--- src/rtl/hsiao_pkg.sv ---
package hsiao_pkg;

    localparam int DATA_W = 32;
    localparam int CHK_W  = 7;
    localparam int CODE_W = DATA_W + CHK_W;
    localparam int COL_WT = 3;

    typedef logic [DATA_W-1:0] word_t;
    typedef logic [CHK_W-1:0]  syn_t;
    typedef logic [CODE_W-1:0] code_t;

    typedef struct packed {
        logic detected;
        logic fatal;
    } flags_t;

    typedef struct packed {
        word_t  data;
        flags_t flags;
    } result_t;

    // Column of the parity-check matrix for codeword bit idx.
    function automatic syn_t column(input int idx);
        syn_t found;
        int   seen;
        found = '0;
        seen  = 0;
        if (idx >= DATA_W) begin
            found = syn_t'(1) << (idx - DATA_W);
        end else begin
            for (int v = 0; v < (1 << CHK_W); v++) begin
                if ($countones(syn_t'(v)) == COL_WT) begin
                    if (seen == idx) found = syn_t'(v);
                    seen++;
                end
            end
        end
        return found;
    endfunction

    // Row r of the matrix over the whole codeword.
    function automatic code_t code_row(input int r);
        code_t m;
        syn_t  c;
        m = '0;
        for (int i = 0; i < CODE_W; i++) begin
            c    = column(i);
            m[i] = c[r];
        end
        return m;
    endfunction

    // Row r restricted to the data bits.
    function automatic word_t data_row(input int r);
        code_t m;
        m = code_row(r);
        return m[DATA_W-1:0];
    endfunction

endpackage

--- src/rtl/hsiao_encoder.sv ---
module hsiao_encoder
    import hsiao_pkg::*;
(
    input  word_t data,
    output code_t code
);
    syn_t chk;

    for (genvar r = 0; r < CHK_W; r++) begin : g_row
        localparam word_t MASK = data_row(r);
        assign chk[r] = ^(data & MASK);
    end

    assign code = {chk, data};
endmodule

--- src/rtl/hsiao_syndrome.sv ---
module hsiao_syndrome
    import hsiao_pkg::*;
(
    input  code_t code,
    output syn_t  syn
);
    for (genvar r = 0; r < CHK_W; r++) begin : g_row
        localparam code_t MASK = code_row(r);
        assign syn[r] = ^(code & MASK);
    end
endmodule

--- src/rtl/hsiao_flipcalc.sv ---
module hsiao_flipcalc
    import hsiao_pkg::*;
(
    input  syn_t  syn,
    output code_t flip
);
    // Odd-weight columns never equal an even syndrome, so such syndromes
    // and unmatched ones both leave the mask empty.
    for (genvar i = 0; i < CODE_W; i++) begin : g_bit
        localparam syn_t COL = column(i);
        assign flip[i] = (syn == COL);
    end
endmodule

--- src/rtl/hsiao_classify.sv ---
module hsiao_classify
    import hsiao_pkg::*;
(
    input  syn_t   syn,
    input  code_t  flip,
    output flags_t flags
);
    always_comb begin
        flags.detected = |syn;
        flags.fatal    = (|syn) & ~(|flip);
    end
endmodule

--- src/rtl/hsiao_corrector.sv ---
module hsiao_corrector
    import hsiao_pkg::*;
(
    input  logic              clk,
    input  logic              rst,
    input  logic [DATA_W-1:0] enc_data,
    output logic [CODE_W-1:0] enc_code,
    input  logic              in_valid,
    input  logic [CODE_W-1:0] rx_code,
    output logic              out_valid,
    output logic [DATA_W-1:0] out_data,
    output logic              out_err,
    output logic              out_uncorr
);
    syn_t    syn;
    code_t   flip;
    flags_t  flags;
    result_t res_d, res_q;
    logic    vld_q;

    hsiao_encoder u_enc (.data(enc_data), .code(enc_code));
    hsiao_syndrome u_syn (.code(rx_code), .syn(syn));
    hsiao_flipcalc u_flip (.syn(syn), .flip(flip));
    hsiao_classify u_cls (.syn(syn), .flip(flip), .flags(flags));

    always_comb begin
        res_d.data  = rx_code[DATA_W-1:0] ^ flip[DATA_W-1:0];
        res_d.flags = flags;
    end

    always_ff @(posedge clk) begin
        if (rst) begin
            vld_q <= 1'b0;
            res_q <= '0;
        end else begin
            vld_q <= in_valid;
            if (in_valid) res_q <= res_d;
        end
    end

    assign out_valid  = vld_q;
    assign out_data   = res_q.data;
    assign out_err    = res_q.flags.detected;
    assign out_uncorr = res_q.flags.fatal;
endmodule

--- config.mk ---
export PLATFORM = sky130hd
export DESIGN_NAME = hsiao_corrector
export DESIGN_NICKNAME = d
export VERILOG_FILES = /design/src/rtl/hsiao_pkg.sv /design/src/rtl/hsiao_encoder.sv /design/src/rtl/hsiao_syndrome.sv /design/src/rtl/hsiao_flipcalc.sv /design/src/rtl/hsiao_classify.sv /design/src/rtl/hsiao_corrector.sv
export SDC_FILE = /design/constraint.sdc
export NUM_CORES = 1
export LEC_CHECK = 0
export ABC_CLOCK_PERIOD_IN_PS = 6950
export BUFFER_PORTS_ARGS = -buffer_cell sky130_fd_sc_hd__buf_2
export CAP_MARGIN = 10
export CELL_PAD_IN_SITES_DETAIL_PLACEMENT = 0
export CELL_PAD_IN_SITES_GLOBAL_PLACEMENT = 1
export CORE_ASPECT_RATIO = 1.25
export CORE_UTILIZATION = 30
export CTS_BUF_LIST = sky130_fd_sc_hd__clkbuf_16
export CTS_CLUSTER_SIZE = 8
export DETAILED_ROUTE_END_ITERATION = 12
export PLACE_DENSITY_LB_ADDON = 0.05
export SETUP_SLACK_MARGIN = 0.3
export SLEW_MARGIN = 15
export SYNTH_ARGS = -nofsm -noshare
export SYNTH_HDL_FRONTEND = slang
export SYNTH_HIERARCHICAL = 1
export SYNTH_SLANG_ARGS = --single-unit
export TNS_END_PERCENT = 5
--- constraint.sdc ---
create_clock -name clk -period 6.95 [get_ports clk]
set_clock_uncertainty 0.1 [all_clocks]
set_input_delay 1.7375 -clock clk [delete_from_list [all_inputs] [get_ports clk]]
set_output_delay 1.7375 -clock clk [all_outputs]
set_load 0.005 [all_outputs]
======== Yosys cells after proc, flatten, opt, wreduce, memory -nomap -nowiden ========
Cells that the tools add are included.
word-level totals
  word-level logic and storage cells ...... 62
  register bits after elaboration ......... 35
  bits of input ports ..................... 74
  output and inout bits ................... 74
operators by class
  bitwise gates (word level) .............. 3
  reduce and logical (&&, ||, !) cells .... 16
  equality and inequality tests ........... 39
operators with widths
  kind                  count
  $reduce_xor A39 Y1    7
  $reduce_xor A32 Y1    7
  $eq A7 B7 Y1 const B  13
  $eq A7 B6 Y1 const B  11
  $eq A7 B5 Y1 const B  7
  $reduce_or A39 Y1     1
  $xor A32 B32 Y32      1
  $eq A7 B4 Y1 const B  4
  $eq A7 B3 Y1 const B  2
  $eq A7 B1 Y1 const B  1
  $eq A7 B2 Y1 const B  1
  $reduce_or A7 Y1      1
  $and A1 B1 Y1         1
  $not A1 Y1            1

======== Longest topological paths before layout ========
Gate-level depths: netlist of the first run.
  depth in word-level cells ............... 5
  gate-level depth with buffers ........... 12
  gate-level depth less buffers ........... 11

======== Cells and area by module ========
Netlist of the first run, hierarchy kept.
modules (own cells, without submodules)
  module           area an instance (sq um)  cells each  instances
  hsiao_corrector  1625.3                    147         1
  hsiao_encoder    962.2                     86          1
  hsiao_syndrome   699.4                     72          1
  hsiao_flipcalc   464.2                     67          1
  hsiao_classify   126.4                     17          1

======== Worst setup path before layout of the first run ========
Ideal clock, no wire load.
  path kind ............................... input to output
  start point ............................. in enc_data[24]
  end point ............................... out enc_code[38]
  path slack .............................. 2409 ps
  buffers on the path ..................... 0
  arrival time ............................ 2704 ps
  stages on the path ...................... 3
  cells stage by stage .................... xnor3_1 -> xnor3_1 -> xnor2_1
between the ends
  longest elaborated chain between the ends .. 1
ends and longest elaborated chain
  element             RTL line              RTL
  from (decl)         hsiao_corrector.sv:6  input logic [DATA_W-1:0] enc_data,
  $reduce_xor A32 Y1  hsiao_encoder.sv:11   assign chk[r] = ^(data & MASK);
  to (decl)           hsiao_corrector.sv:7  output logic [CODE_W-1:0] enc_code,
No other way between the ends.

======== Worst setup path in the final report of the first run ========
  start point ............................. in enc_data[6]
  end point ............................... out enc_code[33]
The elaborated chain is that of the path after synthesis.

==> summary.md, run 1 <==
| Metric | Value |
|---|---|
| Initial Util | `30.6%` |
| Worst setup SP type | `input port` |
| Inserted Diodes | `0` |
| Crit path to | `enc_code[33]` |
| Clk_lat worst skew | `about 0.28 ns` |
| Worst-path clk slew | `approximately 0.06 ns` |
| TritonCTS buffer count | `5` |
| WL/cell | `between 15 and 20 um` |
| Clock Tree Buf Depth | `2` |
| MaxCap Viol Count | `0` |
| Via Count | `2981` |
| # IOs | `approximately 150` |
| Power density over the cells | `around 270 nW/um2` |
| Reg2reg path depth | `2` |
| Core ar. | `12700 um2` |
| Synthesized flop and latch total | `35` |
| Highest net fanout along the worst path | `3` |
| Clock sinks | `35` |
| FF-to-FF setup slack | `between 6 and 7 ns` |
| PostCTS Resize Cnt | `0` |
| Synth-to-Final Area Change | `19.7%` |
| Synthesized area | `~3900 um2` |
| Post-DRT Antenna Nets | `0` |
| RSZ-0062 raised after global routing | `false` |
| Share of cells above drive strength 1 | `a little over two fifths` |
| Worst Max-Slew Pin Slew | `between 1 and 1.5 ns` |
| Largest net degree at the start of global routing | `between 60 and 70` |
| DRC Markers | `0` |
| Setup crit start | `enc_data[6]` |
| CP endpoint kind | `output port` |
| Initial antenna violation count | `0` |
| Asr flop ratio synth | `0%` |
| Fin. max-slew vios | `0` |
| H-tree lvl count | `2` |
| Hold Vio Cnt, Final | `0` |
| Critical Path AT | `~3 ns` |
| First-pass GRT wire length | `17.3 mm` |
| Dpl ws | `roughly 2.1 ns` |
| Maximum vdd drop | `approximately 0.13 mV` |
| Worst setup margin | `between 2 and 2.5 ns` |
| Hold buffers post-CTS | `0` |
| Reg-to-reg endpoint | `out_data[21]$_SDFFE_PP0P_` |
| Setup violations, final | `0` |
| Post-Syn Area per Cell | `about 10 um2` |
| Syn Inst Count | `389` |
| I/O Buffers | `around 150` |
| Max_slew headroom | `31.1%` |
| Tot GR Track Use | `roughly 17%` |
| Root cell of the clock tree | `clkbuf_16` |
| Leakage Power | `approximately 0.0019 uW` |
| Status | `finished, final reports clean` |
| CTS tree | `done` |
| Die area | `13400 um2` |
| Nets | `about 570` |
| Post-synthesis cell type count | `28` |
| Number of flops mapped to enable cells by yosys | `0` |
| Die height | `about 130 um` |
| Syn Nets | `about 460` |
| RePlAce Congestion | `about 0.78` |
| Maximum clock rate | `between 0.2 and 0.25 GHz` |
| Die W | `104 um` |
| Detailed Place HPWL | `9.49 mm` |
| Starting DRC count in detailed routing | `150` |
| Final core utilization | `36.7%` |
| Fin crit period | `4.90 ns` |
| Ys Warns | `6` |
| R2R Path Start | `out_data[21]$_SDFFE_PP0P_` |
| Standard-cell rows | `between 40 and 50` |
| Worst hold path depth | `2` |
| Top FF cell, synth | `dfxtp_1` |
| Vias per std cell | `4.49` |
| Post-CTS Setup Bufs | `0` |
| Seq/Total Area, Yosys | `18.1%` |
| Worst hold path type | `reg2reg` |
| DRT Pass-1 Iters | `6` |
| WP data required | `slightly above 5 ns` |
| Post-route setup TNS | `0 ns` |
| Crit Path Class | `in2out` |
| Final Cycle Share | `between 70 and 80%` |
| Number of global-route vias before repair | `3031` |
| Total global routing overflow | `0` |
| DRT Wirelength | `between 10 and 15 mm` |
[cell usage in the layout (no fill, tap or decap), types with 4 or more instances in the layout]
master and count:
xnor2_1 124, buf_2 147, xnor3_1 22, clkbuf_16 5, nor4_2 11, dfxtp_1 35, xor2_1 10, nand4bb_1 4
nor2_1 60, nor4_1 7, a211oi_2 32, nand2_1 4
[logic make-up after synthesis]
kind of cell	synth area share, %
xor gates and xnor gates	43.9
and+or+nand+nor	17.4
buffers and inverters	9.84
DFF	18.1
AOI/OAI and AO/OA	10.3
muxes	0.516
[flip-flops by register name (all words and copies together) (netlist names)]
signal and flops:
out_data 32, out_err 1, out_uncorr 1, out_valid 1
[synthesized netlist by cell type (4+ instances only)]
library cell	number	area share (%)
a211oi_2	32	10
buf_2	8	1.0
buf_4	36	7.0
buf_6	5	1.5
dfxtp_1	35	18
nand2_1	4	0.39
nand4bb_1	4	1.2
nor2_1	60	5.8
nor4_1	7	1.1
nor4_2	11	3.5
xnor2_1	124	28
xnor3_1	22	13
xor2_1	10	2.3
[worst min path at each step]
| stage | startpoint | slack (ns) | endpoint |
|---|---|---|---|
| 3_5_place_dp | out_err$_SDFFE_PP0P_ | 0.38 | out_err$_SDFFE_PP0P_ |
| 4_1_cts | out_err$_SDFFE_PP0P_ | 0.40 | out_err$_SDFFE_PP0P_ |
| 2_1_floorplan | out_err$_SDFFE_PP0P_ | 0.38 | out_err$_SDFFE_PP0P_ |
| 6_report | out_err$_SDFFE_PP0P_ | 0.40 | out_err$_SDFFE_PP0P_ |
| 3_3_place_gp | out_err$_SDFFE_PP0P_ | 0.38 | out_err$_SDFFE_PP0P_ |
| 5_1_grt | out_data[29]$_SDFFE_PP0P_ | 0.43 | out_data[29]$_SDFFE_PP0P_ |
[stage by stage]
stage / cells / area [um2] / power (uW) / hold WS (ns)
floorplan: 389 / 3880 / 817 / 0.385
global placement: 656 / 4470 / 1010 / 0.377
detailed placement: 656 / 4470 / 1000 / 0.380
CTS: 664 / 4640 / 1280 / 0.401
global route: 664 / 4640 / 1340 / 0.431
finish: 664 / 4640 / 1260 / 0.397
[worst max-delay path, stage by stage]
cell	delay [ns]
buf_2	0.13
xnor2_2	0.21
xnor3_1	0.46
xnor3_1	0.38
buf_2	0.14
[layout make-up]
| class | instances | area [um2] |
|---|---|---|
| Timing Repair Buffer | 150 | 758 |
| Inverter | 2 | 7.51 |
| Tap cell | 168 | 210 |
| Multi-Input combinational cell | 301 | 2800 |
| Clock buffer | 5 | 125 |
| Sequential cell | 35 | 701 |
| Clock inverter | 3 | 43.8 |
| Fill cell | 1373 | 8020 |
[layer usage]
| metal | GRT usage [%] | vias to the layer above | wire [um] |
|---|---|---|---|
| met4 | 4.71 | 0 | 167 |
| met5 | 0 | - | 0 |
| met1 | 19.6 | 1364 | 4890 |
| met2 | 33.0 | 108 | 5980 |
| met3 | 2.77 | 12 | 514 |
| li1 | - | 1497 | - |
[where the power goes]
part / switching, uW / internal [uW]
Clock: 94.1 / 169
Combinational: 425 / 345
Sequential: 10.2 / 220
Total: 529 / 734
(Power assumes the default switching activity.)
==> run 2, diff against run 1 <==
--- a/config.mk
+++ b/config.mk
@@ -5,7 +5,7 @@
 export SDC_FILE = /design/constraint.sdc
 export NUM_CORES = 1
 export LEC_CHECK = 0
-export ABC_CLOCK_PERIOD_IN_PS = 6950
+export ABC_CLOCK_PERIOD_IN_PS = 4950
 export BUFFER_PORTS_ARGS = -buffer_cell sky130_fd_sc_hd__buf_2
 export CAP_MARGIN = 10
 export CELL_PAD_IN_SITES_DETAIL_PLACEMENT = 0
==> constraint.sdc (replaced) <==
create_clock -name clk -period 4.95 [get_ports clk]
set_clock_uncertainty 0.1 [all_clocks]
set_input_delay 1.2375 -clock clk [delete_from_list [all_inputs] [get_ports clk]]
set_output_delay 1.2375 -clock clk [all_outputs]
set_load 0.005 [all_outputs]
==> summary.md, run 2 (synthesized netlist as in run 1, its figures left out) <==
| Metric | Value |
|---|---|
| MaxCap Viol Count | `0 (unchanged)` |
| Core ar. | `12700 um2 (unchanged)` |
| Worst Max-Slew Pin Slew | `1.03 ns (about the same)` |
| Worst setup margin | `0.673 ns (was 2.05 ns)` |
| FF-to-FF setup slack | `4.16 ns (was 6.12 ns)` |
| Met2 Use GR | `32.9% (was 33.0%)` |
| Worst setup SP type | `input port (unchanged)` |
| Clock Tree Buf Depth | `2 (unchanged)` |
| First-pass GRT wire length | `17.8 mm (was 17.3 mm)` |
| Area of the multi-input gates | `2800 um2 (unchanged)` |
| RePlAce Congestion | `0.785 (unchanged)` |
| PostCTS Resize Cnt | `0 (unchanged)` |
| M1 GR Usage | `20.5% (was 19.6%)` |
| Most frequent cells in the layout | `buf_2 (147), xnor2_1 (124), nor2_1 (60) (unchanged)` |
| Largest register FFs | `32 (unchanged)` |
| Worst-path clk slew | `0.06 ns (about the same)` |
| Inserted Diodes | `0 (unchanged)` |
| Post-DRT Antenna Nets | `0 (unchanged)` |
| DRT Pass-1 Iters | `6 (unchanged)` |
| R2R Path Start | `out_data[25]$_SDFFE_PP0P_ (was out_data[21]$_SDFFE_PP0P_)` |
| # IOs | `148 (unchanged)` |
| WP data required | `4.99 ns (was 5.11 ns)` |
| H-tree lvl count | `2 (unchanged)` |
| Clk_lat worst skew | `0.28 ns (about the same)` |
| Final Cycle Share | `between 80% and 90%` |
| Fin. max-slew vios | `0 (unchanged)` |
| Clock sinks | `35 (unchanged)` |
| Total global routing overflow | `0 (unchanged)` |
| Starting DRC count in detailed routing | `191 (was 150)` |
| DRC Markers | `0 (unchanged)` |
| Setup crit start | `rx_code[27] (was enc_data[6])` |
| Register area | `701 um2 (unchanged)` |
| Highest net fanout along the worst path | `12 (was 3)` |
| Die W | `104 um (unchanged)` |
| Leakage Power | `0.00192 uW (was 0.00191 uW)` |
| Standard-cell rows | `46 (unchanged)` |
| Design Area, Final | `4660 um2 (was 4640 um2)` |
| Maximum vdd drop | `0.184 mV (was 0.130 mV)` |
| Commonest non-fill, non-tap cell in the layout | `buf_2 (unchanged)` |
| Detailed Place HPWL | `9.69 mm (was 9.49 mm)` |
| Tot GR Track Use | `17.7% (was 17.2%)` |
| Vias per std cell | `4.58 (was 4.49)` |
| Largest net degree at the start of global routing | `43 (was 68)` |
| Crit Path Class | `in2reg (was in2out)` |
| Initial Util | `30.6% (unchanged)` |
| Worst hold path type | `reg2reg (unchanged)` |
| CTS tree | `done (unchanged)` |
| WL/cell | `17.5 um (was 17.4 um)` |
| Via Count | `3058 (was 2981)` |
| DRT Wirelength | `11.6 mm (about the same)` |
| Number of global-route vias before repair | `3076 (was 3031)` |
| I/O Buffers | `147 (unchanged)` |
| Post-CTS Setup Bufs | `0 (unchanged)` |
| Area after DPL | `4490 um2 (was 4470 um2)` |
| Critical Path AT | `4.31 ns (was 3.06 ns)` |
| TritonCTS buffer count | `5 (unchanged)` |
| Share of cells above drive strength 1 | `43.1% (was 42.7%)` |
| Layer carrying the most global-route usage | `met2 (unchanged)` |
| Hold Vio Cnt, Final | `0 (unchanged)` |
| Filler cells | `1334 (was 1373)` |
| Nets | `572 (was 569)` |
| Dpl ws | `0.336 ns (was 2.07 ns)` |
| Grt met3 use | `2.82% (was 2.77%)` |
| Post-route setup TNS | `0 ns (unchanged)` |
| Max_slew headroom | `31.1% (about the same)` |
| HP Start | `out_err$_SDFFE_PP0P_ (unchanged)` |
| RSZ-0062 raised after global routing | `false (unchanged)` |
| Hold buffers post-CTS | `0 (unchanged)` |
| Maximum clock rate | `between 0.2 and 0.25 GHz` |
| Power density over the cells | `383 nW/um2 (was 272 nW/um2)` |
| Synth-to-Final Area Change | `20.3% (was 19.7%)` |
| Setup violations, final | `0 (unchanged)` |
| Die area | `13400 um2 (unchanged)` |
| Status | `finished, final reports clean (unchanged)` |
| Hold_ws | `0.392 ns (was 0.397 ns)` |
| Die height | `129 um (unchanged)` |
| Fin crit period | `approximately 4.3 ns` |
| Initial antenna violation count | `0 (unchanged)` |
| CP endpoint kind | `flip-flop (was output port)` |
| Root cell of the clock tree | `clkbuf_16 (unchanged)` |
-- run 2: cell count changes in the layout (fill, tap and decap cells not counted), sizes merged --
cell  delta
buf      +3
-- run 2: worst paths after layout --
path | to | cells after the start
worst max-delay path | out_uncorr$_SDFFE_PP0P_ | 13
worst min-delay path | out_err$_SDFFE_PP0P_ | 2
worst max register to register | out_data[25]$_SDFFE_PP0P_ | 2
worst min register to register | out_err$_SDFFE_PP0P_ | 2
-- run 2: metrics by stage --
| step | util, % | total power [uW] | instances |
|---|---|---|---|
| 4_1_cts | 36.8 | 1810 | 667 |
| 5_1_grt | 36.8 | 1900 | 667 |
| 2_1_floorplan | - | 1150 | 389 |
| 3_5_place_dp | 35.5 | 1430 | 659 |
| 3_3_place_gp | 35.5 | 1440 | 659 |
| 6_report | 36.8 | 1790 | 667 |
-- run 2: power breakdown --
group | switching (uW) | internal (uW)
combinational | 597 | 498
clock | 132 | 238
sequential | 14.3 | 309
total | 743 | 1040
-- run 2: worst max-delay path, stage by stage --
cell and delay, ns:
buf_2 0.15, xnor2_1 0.29, xnor2_1 0.20, xnor3_1 0.36, xnor2_1 0.39, buf_4 0.28
or4b_1 0.53, nor2_1 0.37, nor4_1 0.12, nand4_1 0.14, nor4b_2 0.06, mux2i_1 0.12
nor2_1 0.05
-- run 2: area by class of cell --
type,instances,area share (%)
timing repair buffer,153,16.7
sequential,35,15.0
multi-input combinational,301,59.9
inverter,2,0.161
clock buffer,5,2.68
tap,168,4.51
clock inverter,3,0.939
-- run 2: metal layers --
layer | vias up | share of wire, %
met5 | - | 0
met4 | 0 | 2.2
met3 | 13 | 5.3
met2 | 127 | 51
met1 | 1408 | 41
li1 | 1510 | -
==> run 3, diff against run 2 <==
--- a/config.mk
+++ b/config.mk
@@ -6,7 +6,7 @@
 export NUM_CORES = 1
 export LEC_CHECK = 0
 export ABC_CLOCK_PERIOD_IN_PS = 4950
-export BUFFER_PORTS_ARGS = -buffer_cell sky130_fd_sc_hd__buf_2
+export BUFFER_PORTS_ARGS = -buffer_cell sky130_fd_sc_hd__buf_4
 export CAP_MARGIN = 10
 export CELL_PAD_IN_SITES_DETAIL_PLACEMENT = 0
 export CELL_PAD_IN_SITES_GLOBAL_PLACEMENT = 1
@@ -20,6 +20,5 @@
 export SLEW_MARGIN = 15
 export SYNTH_ARGS = -nofsm -noshare
 export SYNTH_HDL_FRONTEND = slang
-export SYNTH_HIERARCHICAL = 1
 export SYNTH_SLANG_ARGS = --single-unit
 export TNS_END_PERCENT = 5
==> constraint.sdc (replaced) <==
create_clock -name clk -period 4.95 [get_ports clk]
set_clock_uncertainty 0.1 [all_clocks]
set_input_delay 1.2375 -clock clk [delete_from_list [all_inputs] [get_ports clk]]
set_output_delay 1.2375 -clock clk [all_outputs]
set_load 0.02 [all_outputs]
==> summary.md, run 3 <==
| Metric | Value |
|---|---|
| Worst hold path type | `reg2reg (unchanged)` |
| Most frequent cells after synthesis | `xnor2_1 (118), nor2_1 (53), buf_4 (35), dfxtp_1 (35), a211oi_1 (26) (was xnor2_1 (124), nor2_1 (60), buf_4 (36))` |
| Total global routing overflow | `0 (unchanged)` |
| Power density over the cells | `435 nW/um2 (was 383 nW/um2)` |
| Leakage Power | `0.00202 uW (was 0.00192 uW)` |
| Highest net fanout along the worst path | `14 (was 12)` |
| Standard-cell rows | `45 (was 46)` |
| Fin crit period | `4.03 ns (was 4.28 ns)` |
| Post-route setup TNS | `0 ns (unchanged)` |
| Number of flops mapped to enable cells by yosys | `0 (unchanged)` |
| Max_slew headroom | `54.5% (was 31.1%)` |
| Most frequent cells in the layout | `buf_4 (150), xnor2_1 (118), nor2_1 (53) (was buf_2 (147), xnor2_1 (124), nor2_1 (60))` |
| Syn Inst Count | `422 (was 389)` |
| Root cell of the clock tree | `clkbuf_16 (unchanged)` |
| Hold_ws | `0.382 ns (was 0.392 ns)` |
| Ys Warns | `0 (was 6)` |
| Largest register FFs | `32 (unchanged)` |
| DRT Wirelength | `11.9 mm (was 11.6 mm)` |
| RePlAce Congestion | `0.829 (was 0.785)` |
| Area contributors post-synth | `xnor2_1 (27%), dfxtp_1 (19%), xnor3_1 (8.3%) (was xnor2_1 (28%), dfxtp_1 (18%), xnor3_1 (13%))` |
| Hold buffers post-CTS | `0 (unchanged)` |
| Share of cells above drive strength 1 | `34.6% (was 43.1%)` |
| Synth-to-Final Area Change | `29.9% (was 20.3%)` |
| CTS tree | `done (unchanged)` |
| Initial antenna violation count | `0 (unchanged)` |
| Post-DRT Antenna Nets | `0 (unchanged)` |
| Worst-path clk slew | `0.06 ns (about the same)` |
| Initial Util | `31.0% (was 30.6%)` |
| Maximum clock rate | `0.248 GHz (was 0.234 GHz)` |
| Detailed Place HPWL | `9.91 mm (was 9.69 mm)` |
| Setup violations, final | `0 (unchanged)` |
| FF-to-FF setup slack | `4.10 ns (was 4.16 ns)` |
| Commonest non-fill, non-tap cell in the layout | `buf_4 (was buf_2)` |
| Die height | `128 um (was 129 um)` |
| Top FF cell, synth | `dfxtp_1 (unchanged)` |
| Area of the multi-input gates | `2730 um2 (was 2800 um2)` |
| CP endpoint kind | `flip-flop (unchanged)` |
| Number of global-route vias before repair | `3132 (was 3076)` |
| Area leader, netlist | `xnor2_1 (unchanged)` |
| Reg2reg path depth | `2 (unchanged)` |
| Area after DPL | `4780 um2 (was 4490 um2)` |
| Post-CTS Setup Bufs | `0 (unchanged)` |
| I/O Buffers | `147 (unchanged)` |
| HP Start | `out_data[19]$_SDFFE_PP0P_ (was out_err$_SDFFE_PP0P_)` |
| Starting DRC count in detailed routing | `98 (was 191)` |
| Filler cells | `1282 (was 1334)` |
| Syn Nets | `496 (was 463)` |
| Via Count | `3151 (was 3058)` |
| DRC Markers | `0 (unchanged)` |
| Clk_lat worst skew | `0.28 ns (about the same)` |
| First-pass GRT wire length | `17.5 mm (was 17.8 mm)` |
| DRT Pass-1 Iters | `4 (was 6)` |
| Status | `finished, final reports clean (unchanged)` |
| Post-synthesis cell type count | `53 (was 28)` |
| Clock sinks | `35 (unchanged)` |
| Crit Path Class | `in2reg (unchanged)` |
| Crit path to | `out_uncorr$_SDFFE_PP0P_ (unchanged)` |
| Largest net degree at the start of global routing | `68 (was 43)` |
| Fin. max-slew vios | `0 (unchanged)` |
| Setup crit start | `rx_code[2] (was rx_code[27])` |
| Asr flop ratio synth | `0% (unchanged)` |
| Die area | `13100 um2 (was 13400 um2)` |
| Hold Vio Cnt, Final | `0 (unchanged)` |
| Inserted Diodes | `0 (unchanged)` |
| Synthesized flop and latch total | `35 (unchanged)` |
| TritonCTS buffer count | `5 (unchanged)` |
| Vias per std cell | `4.55 (was 4.58)` |
| Clock Tree Buf Depth | `2 (unchanged)` |
| PostCTS Resize Cnt | `0 (unchanged)` |
| H-tree lvl count | `2 (unchanged)` |
| RSZ-0062 raised after global routing | `false (unchanged)` |
| Reg-to-reg endpoint | `out_data[4]$_SDFFE_PP0P_ (was out_data[25]$_SDFFE_PP0P_)` |
| WL/cell | `17.1 um (was 17.5 um)` |
| Design Area, Final | `4920 um2 (was 4660 um2)` |
| Post-Syn Area per Cell | `8.97 um2 (was 9.97 um2)` |
| Critical Path AT | `4.13 ns (was 4.31 ns)` |
| Worst Max-Slew Pin Slew | `0.682 ns (was 1.03 ns)` |
| Yosys top cell area share | `27.3% (was 28.0%)` |
| Synthesized area | `3790 um2 (was 3880 um2)` |
| Power Total | `2140 uW (was 1790 uW)` |
| R2R Path Start | `out_data[4]$_SDFFE_PP0P_ (was out_data[25]$_SDFFE_PP0P_)` |
| Tot GR Track Use | `18.4% (was 17.7%)` |
| Maximum vdd drop | `0.158 mV (was 0.184 mV)` |
| # IOs | `148 (unchanged)` |
| Die W | `102 um (was 104 um)` |
| Worst setup SP type | `input port (unchanged)` |
| Register area | `701 um2 (unchanged)` |
| Seq/Total Area, Yosys | `18.5% (was 18.1%)` |
| MaxCap Viol Count | `0 (unchanged)` |
| WP data required | `5.06 ns (was 4.99 ns)` |
| Nets | `602 (was 572)` |
| Core ar. | `12200 um2 (was 12700 um2)` |
| Most numerous cell in the Yosys netlist | `xnor2_1 (unchanged)` |
| Final Cycle Share | `81.3% (was 86.4%)` |
[run 3: changes by cell type after synthesis, sizes merged, moves of 6 or more]
cell    previous run  this run
buf               49        40
clkbuf             2        11
nand2              4        17
nor2              63        56
nor3               2        14
nor4              18         0
o21ai              0         6
or3                1         7
xor2              10        24
[run 3: final cells by class]
| class | instances | share of cell area, % |
|---|---|---|
| clock buffer | 5 | 2.54 |
| tap | 164 | 4.17 |
| sequential | 35 | 14.2 |
| clock inverter | 3 | 0.331 |
| multi-input combinational | 333 | 55.6 |
| inverter | 3 | 0.229 |
| timing repair buffer | 150 | 22.9 |
[run 3: metrics by stage]
step / utilization [%] / instances / setup WS (ns)
6_report: 40.2 / 693 / 0.924
5_1_grt: 40.2 / 693 / 0.719
4_1_cts: 40.2 / 693 / 0.901
3_5_place_dp: 39.1 / 685 / 0.603
3_3_place_gp: 39.1 / 685 / 0.609
2_1_floorplan: - / 422 / 1.29
[run 3: worst max-delay path, stage by stage]
cell	delay (ns)
buf_4	0.14
xnor2_2	0.27
xnor3_1	0.36
xnor3_2	0.61
nand2b_1	0.42
nor3_1	0.15
a31oi_1	0.17
o2111ai_1	0.12
or4_1	0.55
o32ai_2	0.10
[run 3: kinds of logic (layout without fill, tap and decap cells)]
family | Yosys count | after routing | synth area share (%)
XOR/XNOR | 164 | 164 | 46.1
multiplexers | 2 | 2 | 0.529
flip-flops | 35 | 35 | 18.5
AND/OR/NAND/NOR | 113 | 113 | 14.5
AO/OA/AOI/OAI | 54 | 54 | 11.0
buffers and inverters | 54 | 161 | 9.32
[run 3: worst min-delay path by stage]
stage                                endpoint  slack (ns)  cells past startpoint
CTS                 out_data[19]$_SDFFE_PP0P_        0.39                      2
finish              out_data[19]$_SDFFE_PP0P_        0.38                      2
floorplan           out_data[10]$_SDFFE_PP0P_        0.46                      2
global route        out_data[19]$_SDFFE_PP0P_        0.40                      2
detailed placement  out_data[19]$_SDFFE_PP0P_        0.38                      2
global placement    out_data[17]$_SDFFE_PP0P_        0.38                      2
[run 3: power by group]
| part | internal, uW | total, uW | switching, uW |
|---|---|---|---|
| clock network | 184 | 309 | 125 |
| registers | 309 | 325 | 15.6 |
| logic | 625 | 1510 | 883 |
| total | 1120 | 2140 | 1020 |
[run 3: metal layers]
| metal | vias up | global-route usage (%) | part of all wire [%] |
|---|---|---|---|
| met3 | 17 | 2.41 | 4.7 |
| met4 | 0 | 8.57 | 3.5 |
| met1 | 1425 | 20.5 | 39 |
| li1 | 1595 | - | - |
| met5 | - | 0 | 0 |
| met2 | 114 | 33.6 | 53 |
